==> src/rtl/bra_pkg.sv <==
package bra_pkg;
    localparam int DATA_W   = 32;
    localparam int BE_W     = DATA_W / 8;
    localparam int N_MST    = 6;
    localparam int MST_DBG0 = 0;
    localparam int MST_DBG1 = 1;
    localparam int MST_DMA  = 2;
    localparam int MST_CPU  = 3;
    localparam int MST_CAPA = 4;
    localparam int MST_CAPB = 5;

    function automatic logic is_capture(input int idx);
        return (idx >= MST_CAPA);
    endfunction
endpackage

==> src/rtl/bra_addr_decode.sv <==
module bra_addr_decode #(
    parameter int ADDR_W   = 16,
    parameter int BANK_LSB = 14,
    parameter int BANK_W   = 2,
    parameter int IDX_LSB  = 2,
    parameter int IDX_W    = 4
) (
    input  logic [ADDR_W-1:0] addr,
    output logic [BANK_W-1:0] bank,
    output logic [IDX_W-1:0]  idx
);
    logic unused_addr;

    assign bank        = addr[BANK_LSB +: BANK_W];
    assign idx         = addr[IDX_LSB +: IDX_W];
    assign unused_addr = ^addr;
endmodule

==> src/rtl/bra_prio_pick.sv <==
module bra_prio_pick #(
    parameter int N = 6
) (
    input  logic [N-1:0] req,
    output logic [N-1:0] gnt
);
    logic taken;

    always_comb begin
        gnt   = '0;
        taken = 1'b0;
        for (int i = 0; i < N; i++) begin
            if (req[i] && !taken) begin
                gnt[i] = 1'b1;
                taken  = 1'b1;
            end
        end
    end
endmodule

==> src/rtl/bra_bank_store.sv <==
module bra_bank_store
    import bra_pkg::*;
#(
    parameter int IDX_W = 4
) (
    input  logic              clk,
    input  logic              rst_n,
    input  logic              acc_en,
    input  logic              acc_we,
    input  logic [IDX_W-1:0]  acc_idx,
    input  logic [DATA_W-1:0] acc_wdata,
    input  logic [BE_W-1:0]   acc_be,
    output logic [DATA_W-1:0] acc_rdata
);
    localparam int DEPTH = 1 << IDX_W;

    typedef struct packed {
        logic [DEPTH-1:0][DATA_W-1:0] word;
    } store_t;

    store_t st_d, st_q;

    always_comb begin
        st_d = st_q;
        if (acc_en && acc_we) begin
            for (int k = 0; k < BE_W; k++) begin
                if (acc_be[k]) begin
                    st_d.word[acc_idx][k*8 +: 8] = acc_wdata[k*8 +: 8];
                end
            end
        end
    end

    always_ff @(posedge clk or negedge rst_n) begin
        if (!rst_n) begin
            st_q <= '0;
        end else begin
            st_q <= st_d;
        end
    end

    assign acc_rdata = st_q.word[acc_idx];
endmodule

==> src/rtl/bank_ram_arbiter.sv <==
module bank_ram_arbiter
    import bra_pkg::*;
#(
    parameter int ADDR_W   = 16,
    parameter int BANK_LSB = 14,
    parameter int BANK_W   = 2,
    parameter int IDX_W    = 4
) (
    input  logic                     clk,
    input  logic                     rst_n,
    input  logic [N_MST-1:0]         m_req,
    input  logic [N_MST-1:0]         m_we,
    input  logic [N_MST*ADDR_W-1:0]  m_addr,
    input  logic [N_MST*DATA_W-1:0]  m_wdata,
    input  logic [N_MST*BE_W-1:0]    m_be,
    output logic [N_MST-1:0]         m_gnt,
    output logic [N_MST-1:0]         m_rvalid,
    output logic [N_MST*DATA_W-1:0]  m_rdata
);
    localparam int N_BANK  = 1 << BANK_W;
    localparam int IDX_LSB = 2;

    typedef struct packed {
        logic [N_MST-1:0]        rvalid;
        logic [N_MST*DATA_W-1:0] rdata;
    } ret_t;

    logic [BANK_W-1:0] mst_bank [N_MST];
    logic [IDX_W-1:0]  mst_idx  [N_MST];
    logic [N_MST-1:0]  mst_we_eff;
    logic [N_MST-1:0]  bank_hit [N_BANK];
    logic [N_MST-1:0]  bank_gnt [N_BANK];

    logic              bk_en    [N_BANK];
    logic              bk_we    [N_BANK];
    logic [IDX_W-1:0]  bk_idx   [N_BANK];
    logic [DATA_W-1:0] bk_wdata [N_BANK];
    logic [BE_W-1:0]   bk_be    [N_BANK];
    logic [DATA_W-1:0] bk_rdata [N_BANK];

    ret_t ret_d, ret_q;

    // Per-requester address split and effective direction
    for (genvar m = 0; m < N_MST; m++) begin : g_mst
        bra_addr_decode #(
            .ADDR_W  (ADDR_W),
            .BANK_LSB(BANK_LSB),
            .BANK_W  (BANK_W),
            .IDX_LSB (IDX_LSB),
            .IDX_W   (IDX_W)
        ) u_dec (
            .addr(m_addr[m*ADDR_W +: ADDR_W]),
            .bank(mst_bank[m]),
            .idx (mst_idx[m])
        );
        if (m >= MST_CAPA) begin : g_cap
            assign mst_we_eff[m] = 1'b1;
        end else begin : g_rw
            assign mst_we_eff[m] = m_we[m];
        end
    end

    // Per-bank request vectors, fixed-priority pick and storage
    for (genvar b = 0; b < N_BANK; b++) begin : g_bank
        always_comb begin
            for (int m = 0; m < N_MST; m++) begin
                bank_hit[b][m] = m_req[m] && (mst_bank[m] == BANK_W'(b));
            end
        end

        bra_prio_pick #(.N(N_MST)) u_pick (
            .req(bank_hit[b]),
            .gnt(bank_gnt[b])
        );

        always_comb begin
            bk_en[b]    = 1'b0;
            bk_we[b]    = 1'b0;
            bk_idx[b]   = '0;
            bk_wdata[b] = '0;
            bk_be[b]    = '0;
            for (int m = 0; m < N_MST; m++) begin
                if (bank_gnt[b][m]) begin
                    bk_en[b]    = 1'b1;
                    bk_we[b]    = mst_we_eff[m];
                    bk_idx[b]   = mst_idx[m];
                    bk_wdata[b] = m_wdata[m*DATA_W +: DATA_W];
                    bk_be[b]    = m_be[m*BE_W +: BE_W];
                end
            end
        end

        bra_bank_store #(.IDX_W(IDX_W)) u_store (
            .clk      (clk),
            .rst_n    (rst_n),
            .acc_en   (bk_en[b]),
            .acc_we   (bk_we[b]),
            .acc_idx  (bk_idx[b]),
            .acc_wdata(bk_wdata[b]),
            .acc_be   (bk_be[b]),
            .acc_rdata(bk_rdata[b])
        );
    end

    // Grant collection across banks
    always_comb begin
        m_gnt = '0;
        for (int b = 0; b < N_BANK; b++) begin
            m_gnt = m_gnt | bank_gnt[b];
        end
    end

    // Read return lanes
    always_comb begin
        ret_d        = ret_q;
        ret_d.rvalid = '0;
        for (int m = 0; m < N_MST; m++) begin
            if (m_gnt[m] && !mst_we_eff[m]) begin
                ret_d.rvalid[m]                  = 1'b1;
                ret_d.rdata[m*DATA_W +: DATA_W] = bk_rdata[mst_bank[m]];
            end
        end
    end

    always_ff @(posedge clk or negedge rst_n) begin
        if (!rst_n) begin
            ret_q <= '0;
        end else begin
            ret_q <= ret_d;
        end
    end

    assign m_rvalid = ret_q.rvalid;
    assign m_rdata  = ret_q.rdata;
endmodule

==> config.mk <==
export PLATFORM = sky130hd
export DESIGN_NAME = bank_ram_arbiter
export DESIGN_NICKNAME = d
export VERILOG_FILES = /design/src/rtl/bra_pkg.sv /design/src/rtl/bra_addr_decode.sv /design/src/rtl/bra_prio_pick.sv /design/src/rtl/bra_bank_store.sv /design/src/rtl/bank_ram_arbiter.sv
export SDC_FILE = /design/constraint.sdc
export NUM_CORES = 2
export LEC_CHECK = 0
export CORE_MARGIN = 2
export CORE_UTILIZATION = 41
export DETAILED_ROUTE_END_ITERATION = 6
export GPL_TIMING_DRIVEN = 0
export HOLD_SLACK_MARGIN = 0.1
export PLACE_DENSITY = 0.66
export SYNTH_ARGS = -nofsm -noshare
export SYNTH_HDL_FRONTEND = slang
export SYNTH_SLANG_ARGS = --single-unit
==> constraint.sdc <==
create_clock -name clk -period 12.2 [get_ports clk]
set_clock_uncertainty 0.15 [all_clocks]
set_input_delay 3.05 -clock clk [delete_from_list [all_inputs] [get_ports clk]]
set_output_delay 3.05 -clock clk [all_outputs]
set_load 0.005 [all_outputs]
==> impl_metrics.tcl <==
set metrics [dict create \
    design_area_um2 129000 \
    cts.sinks 2180 \
    critPathMaxStageDelay_ps 930 \
    critPathSlowestCell "nor3_2" \
    crit_family "buffers and inverters" \
    cts_tree "done" \
    initial_core_util_pct 41.2 \
    ir_drop_uv 159 \
    fin_setup_tns_ps 0 \
    drtIter0Drc 14500 \
    place.gp.congestion 1.06 \
    worst_slew_margin_rel_pct -6.86 \
    yosysMostFrequentCell "dfrtp_1" \
    yosys-top-cells-count "dfrtp_1 (2180), nand2_1 (1309), o21ai_0 (1303)" \
    overflow 0 \
    grt_max_degree 183 \
    hpwl_um 391000 \
    grt_pass1_wl_um 718000 \
    outcome "complete, but fails checks" \
    rsz0062_at_grt "no" \
    worst-path-max-fanout 10 \
    async_reset_ff_share_pct 100 \
    antenna_found_initial 68 \
    netlist.area_leader.share_pct 49.9 \
    p_total_uw 24000 \
    ys_ff_latch 2180 \
    portBuffers 396 \
    clk_latency_ps 980 \
    critPathKind "in -> out" \
    worstPathRequired_ps 9000 \
    synth_edf_count 0 \
    via_count 102000 \
    wl_per_cell_um 31.9 \
    wl_um 511000 \
    startpoint_type "input port" \
    synth-seq-area-share_pct 49.9 \
    cts_setup_buffers 0 \
    synth-main-ff-cell "dfrtp_1" \
    die_area_um2 271000 \
    syn-cell-area_um2 109000 \
    synth_area_leaders "dfrtp_1 (50%), mux2_2 (6.7%), o21ai_0 (6.0%), nand2_1 (4.5%), mux2i_1 (4.2%)" \
    dpl_cell_area_um2 121000 \
    power_leakage_uw 0.0547 \
    cts_buffers 238 \
    hold_class "reg -> reg" \
    endpoint_kind "primary output" \
    rows 189 \
    timing_worst_slew_pin_value_ps 1600 \
    fillers 25000 \
    die_y_um 520 \
    root_buffer "clkbuf_16" \
    drive_above_1_share_pct 13.5 \
    htreeDepth 4 \
    final-seq-area_um2 54600 \
    vias_per_cell 6.36 \
    multi_input_area_um2 50300 \
    yosys.area.top_type "dfrtp_1" \
    grt_pass1_vias 96700 \
    fin_crit_ps 11920 \
    fin_crit_sh_pct 97.7 \
    post_cts_resized 0 \
    track_usage_pct 36.7 \
    clk_pin_slew_worst_paths_ps 50 \
    setup_violations 0 \
    drc_errors 2 \
    fmax_mhz 83.9 \
    cp.arrival_ps 8720 \
    cp_num_buf_inv 6 \
    drv_slew 18 \
    failed_checks "DRC, capacitance limit, slew limit" \
    final_hold_viol_count 0 \
    firstDrtPassIters 7 \
    area_growth_pct 18.1 \
    cts_buffer_depth 4 \
    core_area_um2 265000 \
    synth.distinct_cells 82 \
    syn_inst 11400 \
    io_pins 530 \
    crit_chain "clkdlybuf4s50_1 -> clkbuf_1 -> nand3b_1 -> nand3_1 -> nor3_2 -> clkbuf_1 -> buf_2 -> buf_1 -> or4_1 -> clkdlybuf4s50_1" \
    holdBufCountCts 0 \
    ant_nets 0 \
    die_x_um 520 \
    cap_violations 3 \
    syn_area_per_cell_um2 9.60 \
    power_density_nw_per_um2 186 \
    fin_nets 12500 \
    yosys_warnings 0 \
]
## cells by family (layout without fill, tap and decap cells)
family	Yosys count	after routing	share of synthesized area (%)
multiplexers	1114	1114	11.0
AO/OA/AOI/OAI	4021	4021	23.5
XOR/XNOR	2	2	0.0160
buffers and inverters	1333	2294	5.01
AND/OR/NAND/NOR	2729	2729	10.6
other	1	114	0.00343
flip-flops	2180	2180	49.9
## state kept, by name (all words and copies together) (netlist names)
name / cells
m_rvalid: 4
g_bank.u_store.st_q: 2048
m_rdata: 128
## per-stage QoR
step	utilization (%)	setup slack, ps	hold WS [ps]	instances
5_1_grt	48.7	531	344	16000
6_report	48.7	279	324	16000
3_3_place_gp	44.5	-93900	305	15400
2_1_floorplan	-	3960	293	11400
3_5_place_dp	45.5	751	314	15500
4_1_cts	48.6	735	326	15900
## layout by cell type, fill, tap and decap left out, types with 49 or more instances in the layout
cell type / n
a211o_1: 60
a211oi_1: 66
a21boi_0: 121
a21oi_1: 696
a221oi_1: 118
a22oi_1: 219
a31oi_1: 272
buf_1: 64
buf_2: 132
buf_4: 90
buf_8: 71
clkbuf_1: 912
clkbuf_16: 242
clkbuf_8: 49
clkdlybuf4s50_1: 395
conb_1: 66
dfrtp_1: 2180
inv_1: 194
mux2_2: 654
mux2i_1: 459
nand2_1: 1309
nand3_1: 105
nand4_1: 74
nor2_1: 910
nor3_1: 90
nor4_2: 51
o211ai_1: 438
o21ai_0: 1302
o221a_2: 127
o22ai_1: 185
o2bb2ai_1: 66
o31ai_1: 128
## power by group
part           leakage, uW  switching (uW)  internal (uW)
sequential          0.0293             905           8790
combinational       0.0215            4260           2420
clock              0.00399            3160           4450
## path summary, 6_finish.rpt
path / start / slack, ps / end / cells after the start
worst min-delay path: g_bank[3].u_store.st_q[168] / 320 / g_bank[3].u_store.st_q[168] / 2
max in group asynchronous: rst_n / 6180 / g_bank[0].u_store.st_q[340] / 5
worst max-delay path: m_addr[46] / 280 / m_gnt[4] / 10
worst max register to register: g_bank[1].u_store.st_q[160] / 9360 / m_rdata[64] / 6
min in group asynchronous: rst_n / 1940 / g_bank[2].u_store.st_q[231] / 1
worst min register to register: g_bank[3].u_store.st_q[168] / 320 / g_bank[3].u_store.st_q[168] / 2
## worst register-to-register path, stage by stage (launching register included)
cell and delay [ps]:
dfrtp_1 540, o211ai_1 200, o211ai_1 260, o211ai_1 300, nand4_1 860, nor2_1 320
o31ai_1 100
## per-layer routing
layer / up-vias / global-route usage [%] / part of all wire, %
li1: 43200 / - / -
met1: 50600 / 46.3 / 38
met5: - / 0 / 0.057
met4: 42 / 29.5 / 9.9
met3: 1642 / 12.3 / 12
met2: 6208 / 51.2 / 40
## final cells by class
cell class                      instances  area share (%)
Inverter                              194           0.564
Tap cell                             3533            3.43
Clock buffer                          340            5.36
Sequential cell                      2180            42.3
Antenna cell                           48          0.0931
Clock inverter                         88           0.936
Buffer                               1139            3.68
Timing Repair Buffer                  533            4.66
Multi-Input combinational cell       7932            39.0
(Power assumes the default switching activity.)
